## src/rtl/hazard_pkg.sv

```systemverilog
package hazard_pkg;
  localparam int SEL_W = 2;
  typedef enum logic [SEL_W-1:0] {
    SRC_FILE = 2'b00,
    SRC_MEM  = 2'b01,
    SRC_WB   = 2'b10
  } opnd_src_e;
endpackage

```

## src/rtl/operand_src_pick.sv

```systemverilog
module operand_src_pick
  import hazard_pkg::*;
#(
  parameter int REG_AW = 5
) (
  input  logic [REG_AW-1:0] rs,
  input  logic [REG_AW-1:0] ex_rd,
  input  logic              ex_wr_en,
  input  logic [REG_AW-1:0] mem_rd,
  input  logic              mem_wr_en,
  output opnd_src_e         nxt_src
);
  logic rs_live, hit_ex, hit_mem;

  always_comb begin
    rs_live = (rs != '0);
    hit_ex  = rs_live && ex_wr_en  && (ex_rd  == rs);
    hit_mem = rs_live && mem_wr_en && (mem_rd == rs);
    // younger producer (now in execute, next in memory) has priority
    if (hit_ex)       nxt_src = SRC_MEM;
    else if (hit_mem) nxt_src = SRC_WB;
    else              nxt_src = SRC_FILE;
  end
endmodule

```

## src/rtl/load_use_detect.sv

```systemverilog
module load_use_detect #(
  parameter int REG_AW  = 5,
  parameter int NUM_SRC = 2
) (
  input  logic [NUM_SRC-1:0][REG_AW-1:0] srcs,
  input  logic [REG_AW-1:0]              ex_rd,
  input  logic                           ex_wr_en,
  input  logic                           ex_mem_rd,
  output logic                           hazard
);
  logic [NUM_SRC-1:0] hit;
  logic               load_live;

  assign load_live = ex_mem_rd && ex_wr_en && (ex_rd != '0);

  for (genvar i = 0; i < NUM_SRC; i++) begin : g_cmp
    assign hit[i] = load_live && (srcs[i] == ex_rd);
  end

  assign hazard = |hit;
endmodule

```

## src/rtl/src_sel_reg.sv

```systemverilog
module src_sel_reg #(
  parameter int NUM_SRC = 2,
  parameter int SEL_W   = 2
) (
  input  logic                          clk,
  input  logic                          rst,
  input  logic                          bubble,
  input  logic [NUM_SRC-1:0][SEL_W-1:0] nxt,
  output logic [NUM_SRC-1:0][SEL_W-1:0] q
);
  always_ff @(posedge clk) begin
    if (rst || bubble) q <= '0;
    else               q <= nxt;
  end
endmodule

```

## src/rtl/hazard_unit.sv

```systemverilog
module hazard_unit
  import hazard_pkg::*;
#(
  parameter int REG_AW = 5
) (
  input  logic              clk,
  input  logic              rst,
  input  logic [REG_AW-1:0] dec_rs_a,
  input  logic [REG_AW-1:0] dec_rs_b,
  input  logic [REG_AW-1:0] ex_rd,
  input  logic              ex_wr_en,
  input  logic              ex_mem_rd,
  input  logic [REG_AW-1:0] mem_rd,
  input  logic              mem_wr_en,
  output logic [1:0]        fwd_sel_a,
  output logic [1:0]        fwd_sel_b,
  output logic              front_hold,
  output logic              ex_flush
);
  localparam int NUM_SRC = 2;

  logic [NUM_SRC-1:0][REG_AW-1:0] srcs;
  logic [NUM_SRC-1:0][SEL_W-1:0]  nxt_sel, cur_sel;
  logic                           lu_hazard;

  assign srcs[0] = dec_rs_a;
  assign srcs[1] = dec_rs_b;

  for (genvar i = 0; i < NUM_SRC; i++) begin : g_src
    opnd_src_e pick;
    operand_src_pick #(.REG_AW(REG_AW)) u_pick (
      .rs        (srcs[i]),
      .ex_rd     (ex_rd),
      .ex_wr_en  (ex_wr_en),
      .mem_rd    (mem_rd),
      .mem_wr_en (mem_wr_en),
      .nxt_src   (pick)
    );
    assign nxt_sel[i] = pick;
  end

  load_use_detect #(.REG_AW(REG_AW), .NUM_SRC(NUM_SRC)) u_lu (
    .srcs      (srcs),
    .ex_rd     (ex_rd),
    .ex_wr_en  (ex_wr_en),
    .ex_mem_rd (ex_mem_rd),
    .hazard    (lu_hazard)
  );

  src_sel_reg #(.NUM_SRC(NUM_SRC), .SEL_W(SEL_W)) u_reg (
    .clk    (clk),
    .rst    (rst),
    .bubble (lu_hazard),
    .nxt    (nxt_sel),
    .q      (cur_sel)
  );

  assign fwd_sel_a  = cur_sel[0];
  assign fwd_sel_b  = cur_sel[1];
  assign front_hold = lu_hazard;
  assign ex_flush   = lu_hazard;
endmodule

```

## config.mk

```make
export PLATFORM = sky130hd
export DESIGN_NAME = hazard_unit
export DESIGN_NICKNAME = d
export VERILOG_FILES = /design/src/rtl/hazard_pkg.sv /design/src/rtl/operand_src_pick.sv /design/src/rtl/load_use_detect.sv /design/src/rtl/src_sel_reg.sv /design/src/rtl/hazard_unit.sv
export SDC_FILE = /design/constraint.sdc
export NUM_CORES = 1
export LEC_CHECK = 0
export ABC_CLOCK_PERIOD_IN_PS = 1900
export BUFFER_PORTS_ARGS = -buffer_cell sky130_fd_sc_hd__buf_2
export CAP_MARGIN = 5
export CORE_AREA = 3 3 40 42
export CTS_CLUSTER_SIZE = 12
export DETAILED_ROUTE_END_ITERATION = 10
export DIE_AREA = 0 0 43 45
export PLACE_DENSITY = 0.66
export SYNTH_ARGS = -nofsm -noshare
export SYNTH_HDL_FRONTEND = slang
export SYNTH_SLANG_ARGS = --single-unit
```

## constraint.sdc

```tcl
create_clock -name clk -period 1.9 [get_ports clk]
set_clock_uncertainty 0.2 [all_clocks]
set_input_delay 0.19 -clock clk [delete_from_list [all_inputs] [get_ports clk]]
set_output_delay 0.19 -clock clk [all_outputs]
set_load 0.01 [all_outputs]
```

==> metrics.md, run 1 <==
| Metric | Value |
|---|---|
| Standby leakage power | roughly 0.29 nW |
| Layout Cells excl Fill | 99 |
| IO Port Bufs | 30 |
| Seq cells post-synth | 4 |
| Number of H-tree levels | 1 |
| Number of pins with negative max-slew slack in the final report | 0 |
| Chain of cells forming the critical path | buf_2, or4_1, o211ai_2, and2b_2, buf_2 |
| Max stage delay on crit path | around 0.54 ns |
| Synthesized area | 435 µm² |
| Core area | between 1000 and 1500 µm² |
| Registers with the most flip-flops | u_reg.q x4 |
| Number of flip-flops under the largest register name | 4 |
| Detailed-route wire length | around 1000 µm |
| Number of standard cells after synthesis | 50 |
| Number of detailed-route iterations in the first pass | 2 |
| Num rows | 13 |
| Clock-pin slew reported for the worst setup and hold paths after clock tree synthesis | 0.04 ns |
| Die width | approximately 43 µm |
| Vias after detailed routing | 469 |
| First-pass GRT wire length | 1660 µm |
| Share of the synthesized area in the top cell type | about a quarter |
| Highest attainable clock frequency | about 0.56 GHz |
| Register with the most flip-flops | u_reg.q |
| Biggest fanout along the worst timing path | 3 |
| Iteration-0 DRC count of the detailed router | 1 |
| Final TNS setup | 0 ns |
| Nature of the critical path endpoint | primary output |
| Initial Util | around 34% |
| Max Cap Violations | 0 |
| Post-cts hold buffer count | 1 |
| Status | completed |
| Number of top-level pins | 31 |
| Post-route ant nets | 0 |
| Cells after DPL | 95 |
| Die ar. | around 1900 µm² |
| Count of antenna diodes in the layout | 0 |
| Placement Setup Slack | between 0.1 and 0.15 ns |
| Post-CTS setup buffer count | 0 |
| Number of global-route vias before repair | approximately 460 |
| Total nets after synthesis | 75 |
| Count of fill cells added during filler insertion | roughly 140 |
| Avg Vias per Cell | roughly 4.7 |
| DRC violations left | 0 |
| Endpoint, Worst Hold | u_reg.q[3]$_SDFF_PP0_ |
| Slew headroom | about four fifths |
| Sequential element share of the synthesized area | 18.4% |
| Final core area utilization | around half |
| Area contributors post-synth | sky130_fd_sc_hd__xnor2_1, sky130_fd_sc_hd__dfxtp_1, sky130_fd_sc_hd__xor2_1 |
| Cell chosen for the clock root | sky130_fd_sc_hd__clkbuf_4 |
| Number of buffers added by the clock tree synthesis step | 3 |
| Total congestion overflow after global routing | 0 |
| Slowest CP cell | sky130_fd_sc_hd__or4_1 |
| Largest net degree at the start of global routing | 4 |
| Min-delay worst type | input pin to flip-flop |
| Most frequent cell on the critical path | sky130_fd_sc_hd__buf_2 |
| Unique cell type count in the Yosys netlist | 21 |
| Worst path top cell family by delay | simple AND/OR/NAND/NOR gates |
| Power per unit of standard cell area | roughly 470 nW/µm² |
| Final RePlAce weighted congestion | 0.741 |
| DIE HEIGHT | 45 µm |
| Share of cells above drive strength 1 | a little under half |
| Final net count | 111 |
| Least-Margin Pin Slew | 0.305 ns |
| Type of element launching the critical path | input pin |
| Area Growth Syn to Fin | 46.3% |
| Peak ir drop on the vdd network | ~0.00017 V |
| Deepest clock path buffer count | 2 |
| Initial antenna violation count | 0 |
| Setup repair after global routing missed its margin | no |
| Wirelength per Cell | ~11 µm |
| Post-route setup slack | approximately 0.12 ns |
| Syn. warnings | 0 |
| Design Power | about 0.3 mW |
| Worst min-delay path startpoint | rst |
| CTS tree | built |
| WP buf/inv | 2 |
| Count of endpoints failing setup in the final report | 0 |
| Crit path kind | input pin to primary output |
| Cell depth of the worst min-delay path | 4 |
| HPWL Detailed | about 980 µm |
| Sinks on the clock net | 4 |
| Post-synthesis average cell area | approximately 8.7 µm² |
| Tcrit/Tclk final | between 90 and 100% |
| Final worst path period need | 1.78 ns |
| Post-CTS Resized | 0 |
| Hold violation count in the final report | 0 |
| Global Route Usage Sum | a little under an eighth |
| Data arrival time of the critical path | approximately 1.4 ns |
| Area leader, netlist | sky130_fd_sc_hd__xnor2_1 |
| Required time worst endpoint | around 1.5 ns |
[cell type report]
cell class,instances,area [µm²],area share (%)
clock buffers,3,22.5,3.54
inverters,1,3.75,0.589
multi-input cells,44,344,54.0
flip-flops and latches,4,80.1,12.6
well taps,15,18.8,2.95
repair buffers,32,168,26.3
[how the worst max path moves through the flow]
stage	slack (ns)	to	cells after the start	startpoint
after floorplan	0.20	front_hold	4	ex_rd[1]
after global placement	0.12	ex_flush	5	ex_rd[1]
after detailed placement	0.12	front_hold	5	ex_rd[1]
after CTS	0.11	front_hold	5	ex_rd[1]
after global routing	0.08	front_hold	5	ex_rd[1]
final	0.12	front_hold	5	ex_rd[1]
[layer usage]
| metal | vias up | routed length (µm) | share of wire, % | global-route usage, % |
|---|---|---|---|---|
| met1 | 196 | 455 | 43 | 12.7 |
| met5 | - | 0 | 0 | 0 |
| met3 | 0 | 106 | 10 | 2.39 |
| li1 | 248 | - | - | - |
| met2 | 25 | 486 | 46 | 21.0 |
| met4 | 0 | 0 | 0 | 5.42 |
[cells in the mapped netlist]
library cell / instances
sky130_fd_sc_hd__xnor2_1: 12
sky130_fd_sc_hd__xor2_1: 8
sky130_fd_sc_hd__dfxtp_1: 4
sky130_fd_sc_hd__nand2_1: 3
sky130_fd_sc_hd__nand3_1: 3
sky130_fd_sc_hd__a21oi_1: 2
sky130_fd_sc_hd__nor4_1: 2
sky130_fd_sc_hd__o31ai_1: 2
sky130_fd_sc_hd__or4_1: 2
sky130_fd_sc_hd__a211oi_2: 1
sky130_fd_sc_hd__and2b_2: 1
sky130_fd_sc_hd__buf_4: 1
sky130_fd_sc_hd__inv_1: 1
sky130_fd_sc_hd__nand4_1: 1
sky130_fd_sc_hd__nor2_1: 1
sky130_fd_sc_hd__nor3_1: 1
sky130_fd_sc_hd__nor4_2: 1
sky130_fd_sc_hd__nor4b_2: 1
sky130_fd_sc_hd__o211ai_2: 1
sky130_fd_sc_hd__o21bai_1: 1
sky130_fd_sc_hd__o22ai_1: 1
[cell usage in the layout, fill, tap and decap left out]
| master | n |
|---|---|
| sky130_fd_sc_hd__buf_2 | 30 |
| sky130_fd_sc_hd__xnor2_1 | 12 |
| sky130_fd_sc_hd__xor2_1 | 8 |
| sky130_fd_sc_hd__dfxtp_1 | 4 |
| sky130_fd_sc_hd__nand3_1 | 3 |
| sky130_fd_sc_hd__nand2_1 | 3 |
| sky130_fd_sc_hd__clkbuf_4 | 3 |
| sky130_fd_sc_hd__or4_1 | 2 |
| sky130_fd_sc_hd__a21oi_1 | 2 |
| sky130_fd_sc_hd__o31ai_1 | 2 |
| sky130_fd_sc_hd__nor4_1 | 2 |
| sky130_fd_sc_hd__o211ai_2 | 1 |
| sky130_fd_sc_hd__o22ai_1 | 1 |
| sky130_fd_sc_hd__and2b_2 | 1 |
| sky130_fd_sc_hd__o21bai_1 | 1 |
| sky130_fd_sc_hd__nor4_2 | 1 |
| sky130_fd_sc_hd__nor2_1 | 1 |
| sky130_fd_sc_hd__nor3_1 | 1 |
| sky130_fd_sc_hd__nor4b_2 | 1 |
| sky130_fd_sc_hd__inv_1 | 1 |
| sky130_fd_sc_hd__nand4_1 | 1 |
| sky130_fd_sc_hd__a211oi_2 | 1 |
| sky130_fd_sc_hd__dlygate4sd3_1 | 1 |
| sky130_fd_sc_hd__buf_4 | 1 |
[power by group]
part,switching [mW],internal [mW]
clock network,0.0315,0.0704
logic,0.0549,0.0546
registers,0.000130,0.0852
[through the flow]
step                hold slack (ns)  cell area [µm²]
floorplan                     0.121              435
global placement              0.251              604
detailed placement            0.248              604
CTS                          0.0497              637
global route                 0.0922              637
finish                       0.0605              637
[cells by family after synthesis]
group / after synthesis / synth area share, %
XOR/XNOR: 20 / 40.2
AND/OR/NAND/NOR: 16 / 24.1
flip-flops: 4 / 18.4
buffers and inverters: 2 / 2.59
AO/OA/AOI/OAI: 8 / 14.7
(Power assumes the default switching activity.)
==> run 2, diff against run 1 <==
Settings changed: ABC_CLOCK_PERIOD_IN_PS 1900 to default, CAP_MARGIN 5 to default, CELL_PAD_IN_SITES_DETAIL_PLACEMENT from default to 1, CELL_PAD_IN_SITES_GLOBAL_PLACEMENT from default to 2, CORE_AREA 3 3 40 42 to default, CORE_MARGIN from default to 3, CORE_UTILIZATION from default to 20, DIE_AREA 0 0 43 45 to default, PLACE_DENSITY 0.66 to default, PLACE_DENSITY_LB_ADDON from default to 0.1.
==> run 2 against run 1 <==
  * Worst setup slack better by 0.013 ns
  * Via count up 0.43%
  * First-iteration DRC count rose to 3.0 times the previous value
==> metrics.md, run 2 (synthesis results as in run 1) <==
| Metric | Value |
|---|---|
| Tcrit/Tclk final | between 90% and 100% |
| Die width | ~53 µm |
| Avg Vias per Cell | between 4 and 5 |
| Sequential power share | approximately 29% |
| Total congestion overflow after global routing | 0 |
| Sinks on the clock net | 4 |
| Detailed-route wire length | 1340 µm |
| Min-delay worst type | input pin to flip-flop |
| Cell chosen for the clock root | sky130_fd_sc_hd__clkbuf_4 |
| Post-CTS setup buffer count | 0 |
| Final net count | around 110 |
| Count of antenna diodes in the layout | 0 |
| Layout Cells excl Fill | between 100 and 150 |
| CTS tree | built |
| Initial Util | between 20% and 30% |
| Area Growth Syn to Fin | 49.1% |
| Crit path kind | input pin to primary output |
| First-pass GRT wire length | roughly 2000 µm |
| NetSw | 0.0882 mW |
| Post-route ant nets | 0 |
| IO Port Bufs | 30 |
| Iteration-0 DRC count of the detailed router | 3 |
| Vias after detailed routing | around 470 |
| Final TNS setup | 0 ns |
| Cells after DPL | roughly 110 |
| Number of buffers added by the clock tree synthesis step | 3 |
| Core area | between 2000 and 2500 µm² |
| Share of cells above drive strength 1 | between 40% and 50% |
| Placement Setup Slack | roughly 0.11 ns |
| Die ar. | ~2800 µm² |
| Biggest fanout along the worst timing path | 3 |
| Required time worst endpoint | 1.51 ns |
| Highest attainable clock frequency | 0.566 GHz |
| Number of H-tree levels | 1 |
| Number of flip-flops under the largest register name | 4 |
| Status | completed |
| Commonest non-fill, non-tap cells in the layout | sky130_fd_sc_hd__buf_2, sky130_fd_sc_hd__xnor2_1, sky130_fd_sc_hd__xor2_1 |
| Number of top-level pins | 31 |
| Nature of the critical path endpoint | primary output |
| Deepest clock path buffer count | 2 |
| Num rows | 16 |
| Setup repair after global routing missed its margin | no |
| Slew headroom | a little under 80% |
| Clock-pin slew reported for the worst setup and hold paths after clock tree synthesis | 0.03 ns |
| Post-cts hold buffer count | 0 |
| Largest net degree at the start of global routing | 4 |
| Post-CTS Resized | 0 |
| Internal power summed over all cells | 0.210 mW |
| Initial antenna violation count | 0 |
| Standby leakage power | approximately 0.29 nW |
| Number of pins with negative max-slew slack in the final report | 0 |
| Registers with the most flip-flops | u_reg.q x4 |
| Post-route setup slack | 0.133 ns |
| HPWL Detailed | between 1000 and 1500 µm |
| Count of endpoints failing setup in the final report | 0 |
| Data arrival time of the critical path | 1.38 ns |
| Placement-stage cell area | 627 µm² |
| Wirelength per Cell | 12.1 µm |
| Hold violation count in the final report | 0 |
| Peak ir drop on the vdd network | between 0.00015 and 0.0002 V |
| Final worst path period need | ~1.8 ns |
| DIE HEIGHT | 52.7 µm |
| Global Route Usage Sum | between 10% and 20% |
| Power per unit of standard cell area | roughly 460 nW/µm² |
| Combinational cell fraction of total power | between 30% and 40% |
| Final design area excluding fillers | 649 µm² |
| Max Cap Violations | 0 |
| Final RePlAce weighted congestion | 0.661 |
| DRC violations left | 0 |
| Switching part of the total power | between 20 and 30% |
| Clock network fraction of total power | around 34% |
| Register with the most flip-flops | u_reg.q |
| Most common cell after layout, fill and taps aside | sky130_fd_sc_hd__buf_2 |
| Type of element launching the critical path | input pin |
| Number of detailed-route iterations in the first pass | 2 |
| Hold slack | 0.0224 ns |
| Least-Margin Pin Slew | 0.320 ns |
| Number of global-route vias before repair | slightly below 500 |
-- run 2: cell count changes in the layout (fill, tap and decap cells not counted), sizes merged --
cell / change
buf: +1
dlygate4sd3: -1
-- run 2: worst max-delay path, stage by stage --
cell and delay [ns]:
sky130_fd_sc_hd__buf_2 0.12, sky130_fd_sc_hd__or4_1 0.53, sky130_fd_sc_hd__o211ai_2 0.16, sky130_fd_sc_hd__and2b_2 0.23
sky130_fd_sc_hd__buf_2 0.13
-- run 2: power by group through the flow --
stage / logic (mW) / clock network [mW] / registers (mW)
floorplan: 0.0566 / 0 / 0.0871
CTS: 0.114 / 0.107 / 0.0853
global placement: 0.115 / 0 / 0.0866
detailed placement: 0.114 / 0 / 0.0866
global route: 0.125 / 0.112 / 0.0853
finish: 0.112 / 0.102 / 0.0853
-- run 2: per-layer routing --
layer	GRT usage (%)	vias to the layer above	share of wire, %
met5	0	-	0
met4	7.66	0	0
met3	0.285	0	6.7
met2	15.3	17	46
met1	13.9	206	47
li1	-	248	-
-- run 2: metrics by stage --
step	util [%]	power (mW)
2_1_floorplan	-	0.144
6_report	32.4	0.299
4_1_cts	32.4	0.306
3_3_place_gp	31.3	0.201
5_1_grt	32.4	0.323
3_5_place_dp	31.3	0.200
-- run 2: worst paths after layout --
check | cells after the start | slack [ns] | from | end
max | 5 | 0.13 | ex_rd[1] | ex_flush
min | 3 | 0.02 | mem_wr_en | u_reg.q[3]$_SDFF_PP0_
-- run 2: area by class of cell --
| cell class | instances | area, µm² |
|---|---|---|
| inverters | 1 | 3.75 |
| flip-flops and latches | 4 | 80.1 |
| clock buffers | 3 | 22.5 |
| repair buffers | 32 | 165 |
| fillers | 262 | 1350 |
| multi-input cells | 44 | 344 |
| well taps | 27 | 33.8 |
